### config.mk
export PLATFORM = sky130hd
export DESIGN_NAME = dipulse_tx
export DESIGN_NICKNAME = d
export VERILOG_FILES = /design/src/rtl/dptx_pkg.sv /design/src/rtl/dptx_crc16.sv /design/src/rtl/dptx_line.sv /design/src/rtl/dptx_seq.sv /design/src/rtl/dipulse_tx.sv
export SDC_FILE = /design/constraint.sdc
export NUM_CORES = 1
export LEC_CHECK = 0
export BUFFER_PORTS_ARGS = -buffer_cell sky130_fd_sc_hd__buf_2
export CAP_MARGIN = 25
export CORE_MARGIN = 8
export CORE_UTILIZATION = 55
export CTS_CLUSTER_DIAMETER = 200
export CTS_CLUSTER_SIZE = 28
export DETAILED_ROUTE_END_ITERATION = 6
export PLACE_DENSITY = 0.77
export SETUP_SLACK_MARGIN = 0.1
export SLEW_MARGIN = 5
export SYNTH_ARGS = -nofsm -noshare
export SYNTH_HDL_FRONTEND = slang
export SYNTH_HIERARCHICAL = 1
export SYNTH_SLANG_ARGS = --single-unit
### constraint.sdc
create_clock -name clk -period 5.72 [get_ports clk]
set_input_delay 0.572 -clock clk [delete_from_list [all_inputs] [get_ports clk]]
set_output_delay 0.572 -clock clk [all_outputs]
set_load 0.01 [all_outputs]
### src/rtl/dptx_pkg.sv
package dptx_pkg;

    typedef enum logic [2:0] {
        FK_INVITE  = 3'd0,
        FK_ENQUIRY = 3'd1,
        FK_ACK     = 3'd2,
        FK_NAK     = 3'd3,
        FK_DATA    = 3'd4
    } frame_kind_e;

    typedef enum logic [1:0] {
        SQ_IDLE,
        SQ_ARM,
        SQ_SEND,
        SQ_TAIL
    } seq_state_e;

    localparam logic [7:0]  CH_INVITE = 8'h04;
    localparam logic [7:0]  CH_ENQ    = 8'h85;
    localparam logic [7:0]  CH_ACK    = 8'h86;
    localparam logic [7:0]  CH_NAK    = 8'h15;
    localparam logic [7:0]  CH_SOH    = 8'h01;

    // x^16 + x^15 + x^2 + 1, bit-reversed for LSB-first processing
    localparam logic [15:0] CRC_POLY_REFL = 16'hA001;

endpackage

### src/rtl/dptx_crc16.sv
module dptx_crc16
    import dptx_pkg::*;
#(
    parameter logic [15:0] POLY = CRC_POLY_REFL
) (
    input  logic [15:0] crc_in,
    input  logic [7:0]  data_in,
    output logic [15:0] crc_out
);
    always_comb begin
        logic [15:0] acc;
        logic        fb;
        acc = crc_in;
        for (int i = 0; i < 8; i++) begin
            fb  = acc[0] ^ data_in[i];
            acc = acc >> 1;
            if (fb) acc = acc ^ POLY;
        end
        crc_out = acc;
    end
endmodule

### src/rtl/dptx_line.sv
module dptx_line (
    input  logic clk,
    input  logic rst_n,
    input  logic qtr_tick,
    input  logic bp_mode,
    input  logic txen_hi_sel,
    input  logic line_bit,
    input  logic line_on,
    output logic ui_adv,
    output logic pulse1_n,
    output logic pulse2_n,
    output logic txen_out
);
    typedef struct packed {
        logic [1:0] qtr;
        logic       pol;
    } line_regs_t;

    line_regs_t r_d, r_q;

    always_comb begin
        r_d = r_q;
        if (qtr_tick) r_d.qtr = r_q.qtr + 2'd1;
    end

    always_ff @(posedge clk) begin
        if (!rst_n) begin
            r_q.qtr <= 2'd0;
            r_q.pol <= txen_hi_sel & bp_mode;
        end else begin
            r_q <= r_d;
        end
    end

    assign ui_adv   = qtr_tick && (r_q.qtr == 2'd3);
    assign pulse1_n = ~(line_bit & (bp_mode | ~r_q.qtr[1]));
    assign pulse2_n = bp_mode ? r_q.qtr[0] : ~(line_bit & r_q.qtr[1]);
    assign txen_out = r_q.pol ? line_on : ~line_on;

    // split pulses never overlap on the coupled medium
    p_no_overlap_r9: assert property (@(posedge clk) disable iff (!rst_n)
        !bp_mode |-> (pulse1_n || pulse2_n));

    // a pulse only appears while the enable is at its active level
    p_pulse_enabled_r11: assert property (@(posedge clk) disable iff (!rst_n)
        !pulse1_n |-> (txen_out == r_q.pol));

    // polarity may be high only when backplane was chosen in reset
    p_pol_bp_only_r11: assert property (@(posedge clk) disable iff (!rst_n)
        r_q.pol |-> bp_mode);
endmodule

### src/rtl/dptx_seq.sv
module dptx_seq
    import dptx_pkg::*;
#(
    parameter int LEN_W    = 9,
    parameter int ALERT_UI = 6
) (
    input  logic             clk,
    input  logic             rst_n,
    input  logic             ui_adv,
    input  logic             start,
    input  logic [2:0]       kind_in,
    input  logic [7:0]       sid_in,
    input  logic [7:0]       did_in,
    input  logic [LEN_W-1:0] len_in,
    input  logic [7:0]       rd_data,
    output logic [LEN_W-1:0] rd_addr,
    output logic             line_bit,
    output logic             line_on,
    output logic             done
);
    localparam int IDX_W     = LEN_W + 1;
    localparam int SLOT_MAX  = 11;
    localparam int CNT_MAX   = (ALERT_UI > SLOT_MAX) ? ALERT_UI : SLOT_MAX;
    localparam int CNT_W     = $clog2(CNT_MAX + 1);
    localparam int SLOT_SP   = 2;
    localparam int SLOT_LAST = SLOT_MAX - 1;

    typedef struct packed {
        seq_state_e       st;
        logic             in_alert;
        logic [CNT_W-1:0] cnt;
        logic [IDX_W-1:0] idx;
        logic [7:0]       sh;
        logic [15:0]      crc;
        logic             bit_o;
        logic             done;
        frame_kind_e      kind;
        logic [7:0]       sid;
        logic [7:0]       did;
        logic [LEN_W-1:0] len;
    } seq_regs_t;

    seq_regs_t r_d, r_q;

    logic             is_long;
    logic [IDX_W-1:0] hdr, pay_end, total, nidx;
    logic             last, crc_en, load;
    logic [7:0]       count_byte, byte_val;
    logic [15:0]      crc_nxt;
    logic [CNT_W-1:0] boff;

    assign is_long    = (r_q.len > LEN_W'(255));
    assign hdr        = (r_q.kind == FK_DATA) ? (is_long ? IDX_W'(6) : IDX_W'(5)) : IDX_W'(0);
    assign pay_end    = hdr + IDX_W'(r_q.len);
    assign nidx       = r_q.in_alert ? IDX_W'(0) : r_q.idx + IDX_W'(1);
    assign count_byte = 8'd0 - r_q.len[7:0];
    assign rd_addr    = LEN_W'(nidx - hdr);
    assign crc_en     = (r_q.kind == FK_DATA) && (nidx != IDX_W'(0)) && (nidx < pay_end);
    assign boff       = r_q.cnt - CNT_W'(SLOT_SP);

    always_comb begin
        case (r_q.kind)
            FK_INVITE, FK_ENQUIRY: total = IDX_W'(3);
            FK_DATA:               total = pay_end + IDX_W'(2);
            default:               total = IDX_W'(1);
        endcase
    end
    assign last = (r_q.idx == total - IDX_W'(1));

    always_comb begin
        byte_val = 8'h00;
        case (r_q.kind)
            FK_INVITE:  byte_val = (nidx == IDX_W'(0)) ? CH_INVITE : r_q.did;
            FK_ENQUIRY: byte_val = (nidx == IDX_W'(0)) ? CH_ENQ : r_q.did;
            FK_ACK:     byte_val = CH_ACK;
            FK_NAK:     byte_val = CH_NAK;
            FK_DATA: begin
                if (nidx == IDX_W'(0))                 byte_val = CH_SOH;
                else if (nidx == IDX_W'(1))            byte_val = r_q.sid;
                else if (nidx < IDX_W'(4))             byte_val = r_q.did;
                else if (nidx == IDX_W'(4))            byte_val = is_long ? 8'h00 : count_byte;
                else if (nidx < hdr)                   byte_val = count_byte;
                else if (nidx < pay_end)               byte_val = rd_data;
                else if (nidx == pay_end)              byte_val = r_q.crc[7:0];
                else                                   byte_val = r_q.crc[15:8];
            end
            default:    byte_val = CH_ACK;
        endcase
    end

    dptx_crc16 u_crc (
        .crc_in  (r_q.crc),
        .data_in (byte_val),
        .crc_out (crc_nxt)
    );

    always_comb begin
        r_d      = r_q;
        r_d.done = 1'b0;
        load     = 1'b0;
        case (r_q.st)
            SQ_IDLE: if (start) begin
                r_d.st   = SQ_ARM;
                r_d.kind = frame_kind_e'(kind_in);
                r_d.sid  = sid_in;
                r_d.did  = did_in;
                r_d.len  = len_in;
            end
            SQ_ARM: if (ui_adv) begin
                r_d.st       = SQ_SEND;
                r_d.in_alert = 1'b1;
                r_d.cnt      = '0;
                r_d.idx      = '0;
                r_d.crc      = 16'h0000;
                r_d.bit_o    = 1'b1;
            end
            SQ_SEND: if (ui_adv) begin
                if (r_q.in_alert) begin
                    if (r_q.cnt == CNT_W'(ALERT_UI - 1)) load = 1'b1;
                    else begin
                        r_d.cnt   = r_q.cnt + CNT_W'(1);
                        r_d.bit_o = 1'b1;
                    end
                end else if (r_q.cnt == CNT_W'(SLOT_LAST)) begin
                    if (last) begin
                        r_d.st    = SQ_TAIL;
                        r_d.bit_o = 1'b0;
                        r_d.done  = 1'b1;
                    end else load = 1'b1;
                end else begin
                    r_d.cnt = r_q.cnt + CNT_W'(1);
                    if (r_q.cnt < CNT_W'(SLOT_SP - 1))   r_d.bit_o = 1'b1;
                    else if (r_q.cnt == CNT_W'(SLOT_SP - 1)) r_d.bit_o = 1'b0;
                    else r_d.bit_o = r_q.sh[boff[2:0]];
                end
            end
            SQ_TAIL: if (ui_adv) r_d.st = SQ_IDLE;
            default: r_d.st = SQ_IDLE;
        endcase
        if (load) begin
            r_d.in_alert = 1'b0;
            r_d.cnt      = '0;
            r_d.idx      = nidx;
            r_d.sh       = byte_val;
            r_d.bit_o    = 1'b1;
            if (crc_en) r_d.crc = crc_nxt;
        end
    end

    always_ff @(posedge clk) begin
        if (!rst_n) begin
            r_q          <= '0;
            r_q.st       <= SQ_IDLE;
            r_q.kind     <= FK_INVITE;
        end else begin
            r_q <= r_d;
        end
    end

    assign line_bit = r_q.bit_o;
    assign line_on  = (r_q.st == SQ_SEND) || (r_q.st == SQ_TAIL);
    assign done     = r_q.done;

    // every preamble interval is a mark
    p_alert_mark_r2: assert property (@(posedge clk) disable iff (!rst_n)
        (r_q.st == SQ_SEND && r_q.in_alert) |-> r_q.bit_o);

    // the third slot of a character is a space
    p_slot_space_r3: assert property (@(posedge clk) disable iff (!rst_n)
        (r_q.st == SQ_SEND && !r_q.in_alert && r_q.cnt == CNT_W'(SLOT_SP)) |-> !r_q.bit_o);

    // completion is a single-clock pulse followed by the tail interval
    p_done_single_r12: assert property (@(posedge clk) disable iff (!rst_n)
        done |=> !done);
    p_done_tail_r12: assert property (@(posedge clk) disable iff (!rst_n)
        done |-> (r_q.st == SQ_TAIL));

    // a request while busy leaves the latched frame untouched
    p_busy_hold_r13: assert property (@(posedge clk) disable iff (!rst_n)
        (r_q.st != SQ_IDLE && start) |=> ($stable(r_q.kind) && $stable(r_q.len) && $stable(r_q.did)));
endmodule

### src/rtl/dipulse_tx.sv
module dipulse_tx
    import dptx_pkg::*;
#(
    parameter int LEN_W    = 9,
    parameter int ALERT_UI = 6
) (
    input  logic             clk,
    input  logic             rst_n,
    input  logic             qtr_tick,
    input  logic             bp_mode,
    input  logic             txen_hi_sel,
    input  logic             start,
    input  logic [2:0]       kind,
    input  logic [7:0]       src_id,
    input  logic [7:0]       dst_id,
    input  logic [LEN_W-1:0] pay_len,
    output logic [LEN_W-1:0] rd_addr,
    input  logic [7:0]       rd_data,
    output logic             pulse1_n,
    output logic             pulse2_n,
    output logic             txen_out,
    output logic             done
);
    logic ui_adv, line_bit, line_on;

    dptx_seq #(
        .LEN_W    (LEN_W),
        .ALERT_UI (ALERT_UI)
    ) u_seq (
        .clk      (clk),
        .rst_n    (rst_n),
        .ui_adv   (ui_adv),
        .start    (start),
        .kind_in  (kind),
        .sid_in   (src_id),
        .did_in   (dst_id),
        .len_in   (pay_len),
        .rd_data  (rd_data),
        .rd_addr  (rd_addr),
        .line_bit (line_bit),
        .line_on  (line_on),
        .done     (done)
    );

    dptx_line u_line (
        .clk         (clk),
        .rst_n       (rst_n),
        .qtr_tick    (qtr_tick),
        .bp_mode     (bp_mode),
        .txen_hi_sel (txen_hi_sel),
        .line_bit    (line_bit),
        .line_on     (line_on),
        .ui_adv      (ui_adv),
        .pulse1_n    (pulse1_n),
        .pulse2_n    (pulse2_n),
        .txen_out    (txen_out)
    );
endmodule

After elaboration in Yosys (flattened, before gate mapping)
Index checks and enable logic that the tools add are counted.
Widths: inputs -> output; s select.
- register bits: 74
- input bits: 42
- mux-type cells: 61
- $lt $le $gt $ge: 6
- $add $sub $neg: 9
- eq/ne operators: 27
- reductions and logical operators: 21
- bitwise operators: 28
- operator list (operator ; number):
    $mux 16 ; 10
    $mux 8 ; 10
    $mux 35 ; 1
    $mux 17 ; 2
    $pmux 8 s4 ; 1
    $not 2->3 ; 8
    $eq 10x10->1 ; 2
    $lt 10x10->1 ; 2
    $mux 10 ; 2
    $pmux 10 s2 ; 1
    $mux 2 ; 9
    $mux 1 ; 16
    $mux 4 ; 4
    $add 10x1->10 const B ; 1
    $add 10x2->10 const B ; 1
    $add 10x9->10 ; 1
    $eq 10x1->1 const B ; 1
    $eq 10x3->1 const B ; 1
    $logic_not 10->1 ; 1
    $lt 10x3->1 const B ; 1
    $ne 2x1->1 const B ; 5
    $reduce_and 5->1 ; 2
    $reduce_bool 10->1 ; 1
    $sub 10x1->10 const B ; 1
    41 further kinds ; 68

Depth between registers and ports, before layout
- depth in word-level cells: 31
- mapped depth: 27

Cells and area by module
The synthesis kept the hierarchy.
- modules (own cells, without submodules) (module ; area an instance (um^2) ; cells each ; sequential area each (um^2) ; times used):
    dptx_seq ; 5894.4 ; 749 ; 1421.4 ; 1
    dptx_crc16 ; 251.5 ; 26 ; 0.0 ; 1
    dptx_line ; 157.7 ; 16 ; 70.1 ; 1

Worst setup path after synthesis
Ideal clock, no wire load.
- kind: reg2reg
- start point: register u_seq/r_q[25] in the netlist's numbering
- end point: register u_seq/r_q[30] in the netlist's numbering
- setup slack: -0.501 ns
- stages on the path, launching flop included: 25
- data arrival time: 6.103 ns
- buffers on the path: 2
- required time: 5.602 ns
- setup time: 0.118 ns
- cells stage by stage: dfxtp_1 > buf_4 > nor3b_4 > clkbuf_1 > and2_1 > ha_1 > inv_1 > fa_1 > nand2b_2 > a2111oi_4 > nor2_1 > ha_1 > nand4_1 > nor3_1 > mux2_2 > mux2_2 > mux2_2 > a21oi_1 > o31ai_1 > xnor2_1 > xnor2_1 > xor3_2 > xnor3_1 > nand2_1 > mux2i_1
- elaborated cells on any way between the ends: 47
- those cells by class: 3 x add/sub; 2 x order compare; 5 x eq/ne; 25 x mux; 8 x bitwise; 4 x reduce/logical
- RTL lines (what ; RTL line ; source):
    start, declared ; dptx_seq.sv:43 ; seq_regs_t r_d, r_q;
    start signal, assigned ; dptx_seq.sv:156 ; r_q <= r_d;
    branches (longest 11 deep; another with $add 10x9->10) ; n/a ;
    $pmux 8 s4 * ; dptx_seq.sv:72 ; case (r_q.kind)
    named net u_seq.byte_val[1] ; dptx_seq.sv:48 ; logic [7:0] count_byte, byte_val;
    $xor 1x1->1 * ; dptx_crc16.sv:15 ; fb = acc[0] ^ data_in[i];
    $mux 16 * ; dptx_crc16.sv:17 ; if (fb) acc = acc ^ POLY;
    $xor 1x1->1 * ; dptx_crc16.sv:15 ;
    $mux 16 * ; dptx_crc16.sv:17 ;
    $xor 1x1->1 * ; dptx_crc16.sv:15 ;
    [... 4 more ...] ; n/a ;
    $mux 16 * ; dptx_crc16.sv:17 ;
    $xor 1x1->1 * ; dptx_crc16.sv:15 ;
    $mux 16 * ; dptx_crc16.sv:17 ;
    $xor 1x1->1 * ; dptx_crc16.sv:15 ;
    $mux 16 * ; dptx_crc16.sv:17 ;
    named net u_seq.crc_nxt[0] ; dptx_seq.sv:49 ; logic [15:0] crc_nxt;
    $mux 16 * ; dptx_seq.sv:146 ; if (crc_en) r_d.crc = crc_nxt;
    $mux 35 * ; dptx_seq.sv:140 ; if (load) begin
Mark *: on every way through the listed nets, which the timed path passes.
A chain may end at the register's enable or synchronous reset.

Worst setup path in the final report
- start point: register u_seq/r_q[1] in the netlist's numbering
- end point: register u_seq/r_q[30] in the netlist's numbering
- elaborated cells on any way between the ends: 45
- those cells by class: 4 x add/sub; 3 x order compare; 2 x eq/ne; 27 x mux; 8 x bitwise; 1 x reduce/logical
- RTL lines (what ; RTL line ; source):
    branches (longest 8 deep; another with $add 10x9->10) ; n/a ;
    $mux 8 * ; dptx_seq.sv:81 ; else if (nidx == IDX_W'(4)) byte_val = is_long ? 8'h00 : count_byte;
    $mux 8 * ; dptx_seq.sv:80 ; else if (nidx < IDX_W'(4)) byte_val = r_q.did;
    $mux 8 * ; dptx_seq.sv:79 ; else if (nidx == IDX_W'(1)) byte_val = r_q.sid;
    $mux 8 * ; dptx_seq.sv:78 ; if (nidx == IDX_W'(0)) byte_val = CH_SOH;
    $pmux 8 s4 * ; dptx_seq.sv:72 ;
    named net u_seq.byte_val[3] ; dptx_seq.sv:48 ;
    $xor 1x1->1 * ; dptx_crc16.sv:15 ;
    [... 4 more ...] ; n/a ;
    $mux 16 * ; dptx_crc16.sv:17 ;
    $xor 1x1->1 * ; dptx_crc16.sv:15 ;
    $mux 16 * ; dptx_crc16.sv:17 ;
    $xor 1x1->1 * ; dptx_crc16.sv:15 ;
    $mux 16 * ; dptx_crc16.sv:17 ;
    named net u_seq.crc_nxt[0] ; dptx_seq.sv:49 ;
    $mux 16 * ; dptx_seq.sv:146 ;
    $mux 35 * ; dptx_seq.sv:140 ;
Marked as above.

==> qor.yml <==
outcome: "finished with violations"
violations: "negative setup slack"
synth_edf_count: 1
powerDensity_nw_per_um2: 230
cts_root_buffer: "clkbuf_16"
layout_commonest_cell: "nand2_1"
grt_first_pass_wirelength_mm: 30.5
grt_pass1_vias: 6302
finalSetupViolCount: 2
postCtsHoldBufs: 0
path_class: "flip-flop to flip-flop"
hold_viol_final: 0
track_usage_pct: 25.2
viasPerCell: 6.19
path_clk_slew_ns: 0.06
cpMostUsedCell: "mux2i_1"
hold_path_startpoint: "u_seq/r_q[48]$_SDFFE_PN0N_"
die_w_um: 123
drc: 0
place_congestion: 0.940
drt_iter0_markers: 858
worstHoldEndpoint: "u_seq/r_q[48]$_SDFFE_PN0N_"
cp.arrival_ns: 6.00
crit_family: "XOR/XNOR gates"
maxCapViolCount: 0
grt_overflow: 0
clk_latency_ns: 0.35
io_buffers: 54
fin_cells: 1038
antenna_cells: 0
ir_drop_uv: 198
ys_ff_latch: 74
critPathMaxFanout: 6
io_pins: 55
grt_max_degree: 83
clock_sinks: 74
required_ns: 5.98
rsz0062_at_grt: "yes"
hold_class: "flip-flop to flip-flop"
final_max_slew_viol_count: 0
regToRegStartpoint: "u_seq/r_q[1]$_SDFFE_PN0P_"
num-fill-cells: 861
critPathMaxStageDelay_ns: 0.55
fmax_mhz: 174
hold_ws_ns: 0.463
syn_avg_cell_area_um2: 7.97
start_util_pct: 55.7
final_util_pct: 69.2
fin_crit_sh_pct: 100
wl_per_cell_um: 19.4
wirelength_mm: 20.1
crit_path_end_kind: "flip-flop"
holdPathStages: 2
rr_endpoint: "u_seq/r_q[30]$_SDFF_PN0_"
mostFrequentLayoutCells: "nand2_1, buf_4, dfxtp_1"
finalClockSkew_ns: 0.0122
r2r_slack_ns: -0.02
p_leak_nw: 3.41
hpwl_mm: 13.5
slew_headroom_pct: 34.0
dieHeight_um: 123
syn_area_um2: 6300
ys_seq_area_share_pct: 23.7
critPathSlowestCell: "xor3_2"
core_um2: 11300
async_flop_share_pct: 0
area_delta_synth_final_pct: 24.2
antenna_found_initial: 0
worstMarginPinSlew_ns: 0.989
place_inst: 977
die_area_um2: 15100
path_buf_inv: 3
vias: 6425
cp-startpoint: "u_seq/r_q[1]$_SDFFE_PN0P_"
ys_types: 84
period_minus_slack_ns: 5.74
numCtsBuffers: 9
rows: 39
postSynthNetCount: 867
reg2regPathDepth: 26
place_ws_ns: -0.164
nNetsFinal: 967
setup_slack_ns: -0.0169
cts_buffer_depth: 2
drive_gt1_share_pct: 26.1
cts_tree: "done"
syn_inst: 791
start_kind: "flip-flop"
yosysWarnings: 6
ys.flop_type: "dfxtp_1"
drt_first_pass_iters: 7
drtAntennaViolNets: 0
htreeDepth: 3
-- cell type report --
| type | count | area (um^2) | share of cell area, % |
|---|---|---|---|
| clock buffers | 10 | 250 | 3.20 |
| clock inverters | 5 | 108 | 1.37 |
| repair buffers | 137 | 921 | 11.8 |
| well taps | 143 | 179 | 2.29 |
| inverters | 36 | 138 | 1.76 |
| flip-flops and latches | 74 | 1500 | 19.1 |
| multi-input cells | 633 | 4740 | 60.5 |
-- worst max path at each step --
stage,to,slack (ns),cells after the start
floorplan,u_seq/r_q[30]$_SDFF_PN0_,0.12,24
global placement,u_seq/r_q[30]$_SDFF_PN0_,0.02,26
detailed placement,u_seq/r_q[30]$_SDFF_PN0_,-0.16,26
CTS,u_seq/r_q[44]$_SDFF_PN0_,0.13,26
global route,u_seq/r_q[45]$_SDFF_PN0_,-0.23,25
finish,u_seq/r_q[30]$_SDFF_PN0_,-0.02,26
-- cell usage after synthesis, types with 8 or more instances --
| cell | instances | area [um^2] |
|---|---|---|
| a21boi_0 | 29 | 218 |
| a21o_1 | 8 | 60.1 |
| a21oi_1 | 20 | 100 |
| and2_1 | 8 | 50.1 |
| buf_4 | 9 | 67.6 |
| clkbuf_1 | 30 | 113 |
| dfxtp_1 | 73 | 1460 |
| ha_1 | 32 | 400 |
| inv_1 | 34 | 128 |
| mux2_2 | 11 | 124 |
| mux2i_1 | 48 | 480 |
| nand2_1 | 150 | 563 |
| nand2b_1 | 9 | 56.3 |
| nand3_1 | 16 | 80.1 |
| nor2_1 | 50 | 188 |
| nor2b_1 | 8 | 50.1 |
| nor3_1 | 19 | 95.1 |
| o21ai_0 | 30 | 150 |
| o22ai_1 | 9 | 56.3 |
| xnor2_1 | 43 | 377 |
| xor2_1 | 14 | 123 |
-- worst min-delay path, stage by stage (launching register included) --
cell	delay [ns]
dfxtp_1	0.31
nand2_1	0.05
mux2i_1	0.06
-- flip-flops by register name, indices dropped and copies added (netlist names), named ones only --
name and cells:
u_seq/line_bit 1, u_seq/r_q 68, u_line/r_q 2, u_seq/done 1, u_line/r_d 1
-- power breakdown --
| part | leakage [nW] | switching, mW | internal, mW |
|---|---|---|---|
| logic | 2.63 | 0.300 | 0.255 |
| clock network | 0.174 | 0.234 | 0.452 |
| registers | 0.604 | 0.0185 | 0.536 |
-- layer usage --
metal | GRT usage, % | routed length (um)
met5 | 0 | 0
met4 | 13.2 | 947
met3 | 4.93 | 1580
met2 | 42.2 | 9290
met1 | 30.2 | 8310
-- cell families after synthesis --
group | synth area share, %
buf+inv | 6.09
simple gates | 23.7
mux | 10.3
compound gates | 19.7
xor+xnor | 9.55
fa+ha+maj | 6.99
flops | 23.7
-- through the flow --
stage / total power [mW] / setup TNS (ns) / area, um^2
after floorplan: 0.864 / 0 / 6330
after global placement: 0.972 / 0 / 6810
after detailed placement: 0.984 / -0.164 / 6810
after CTS: 1.72 / 0 / 7510
after global routing: 1.86 / -0.677 / 7830
final: 1.80 / -0.0192 / 7830
-- timing repair --
action | 4_1_cts | 5_1_grt
pin swaps | 22 | 36
resized for setup | 26 | 39
setup buffers | 29 | 17
setup endpoints to repair | 3 | 13
Power figures use the tool's default switching activity.
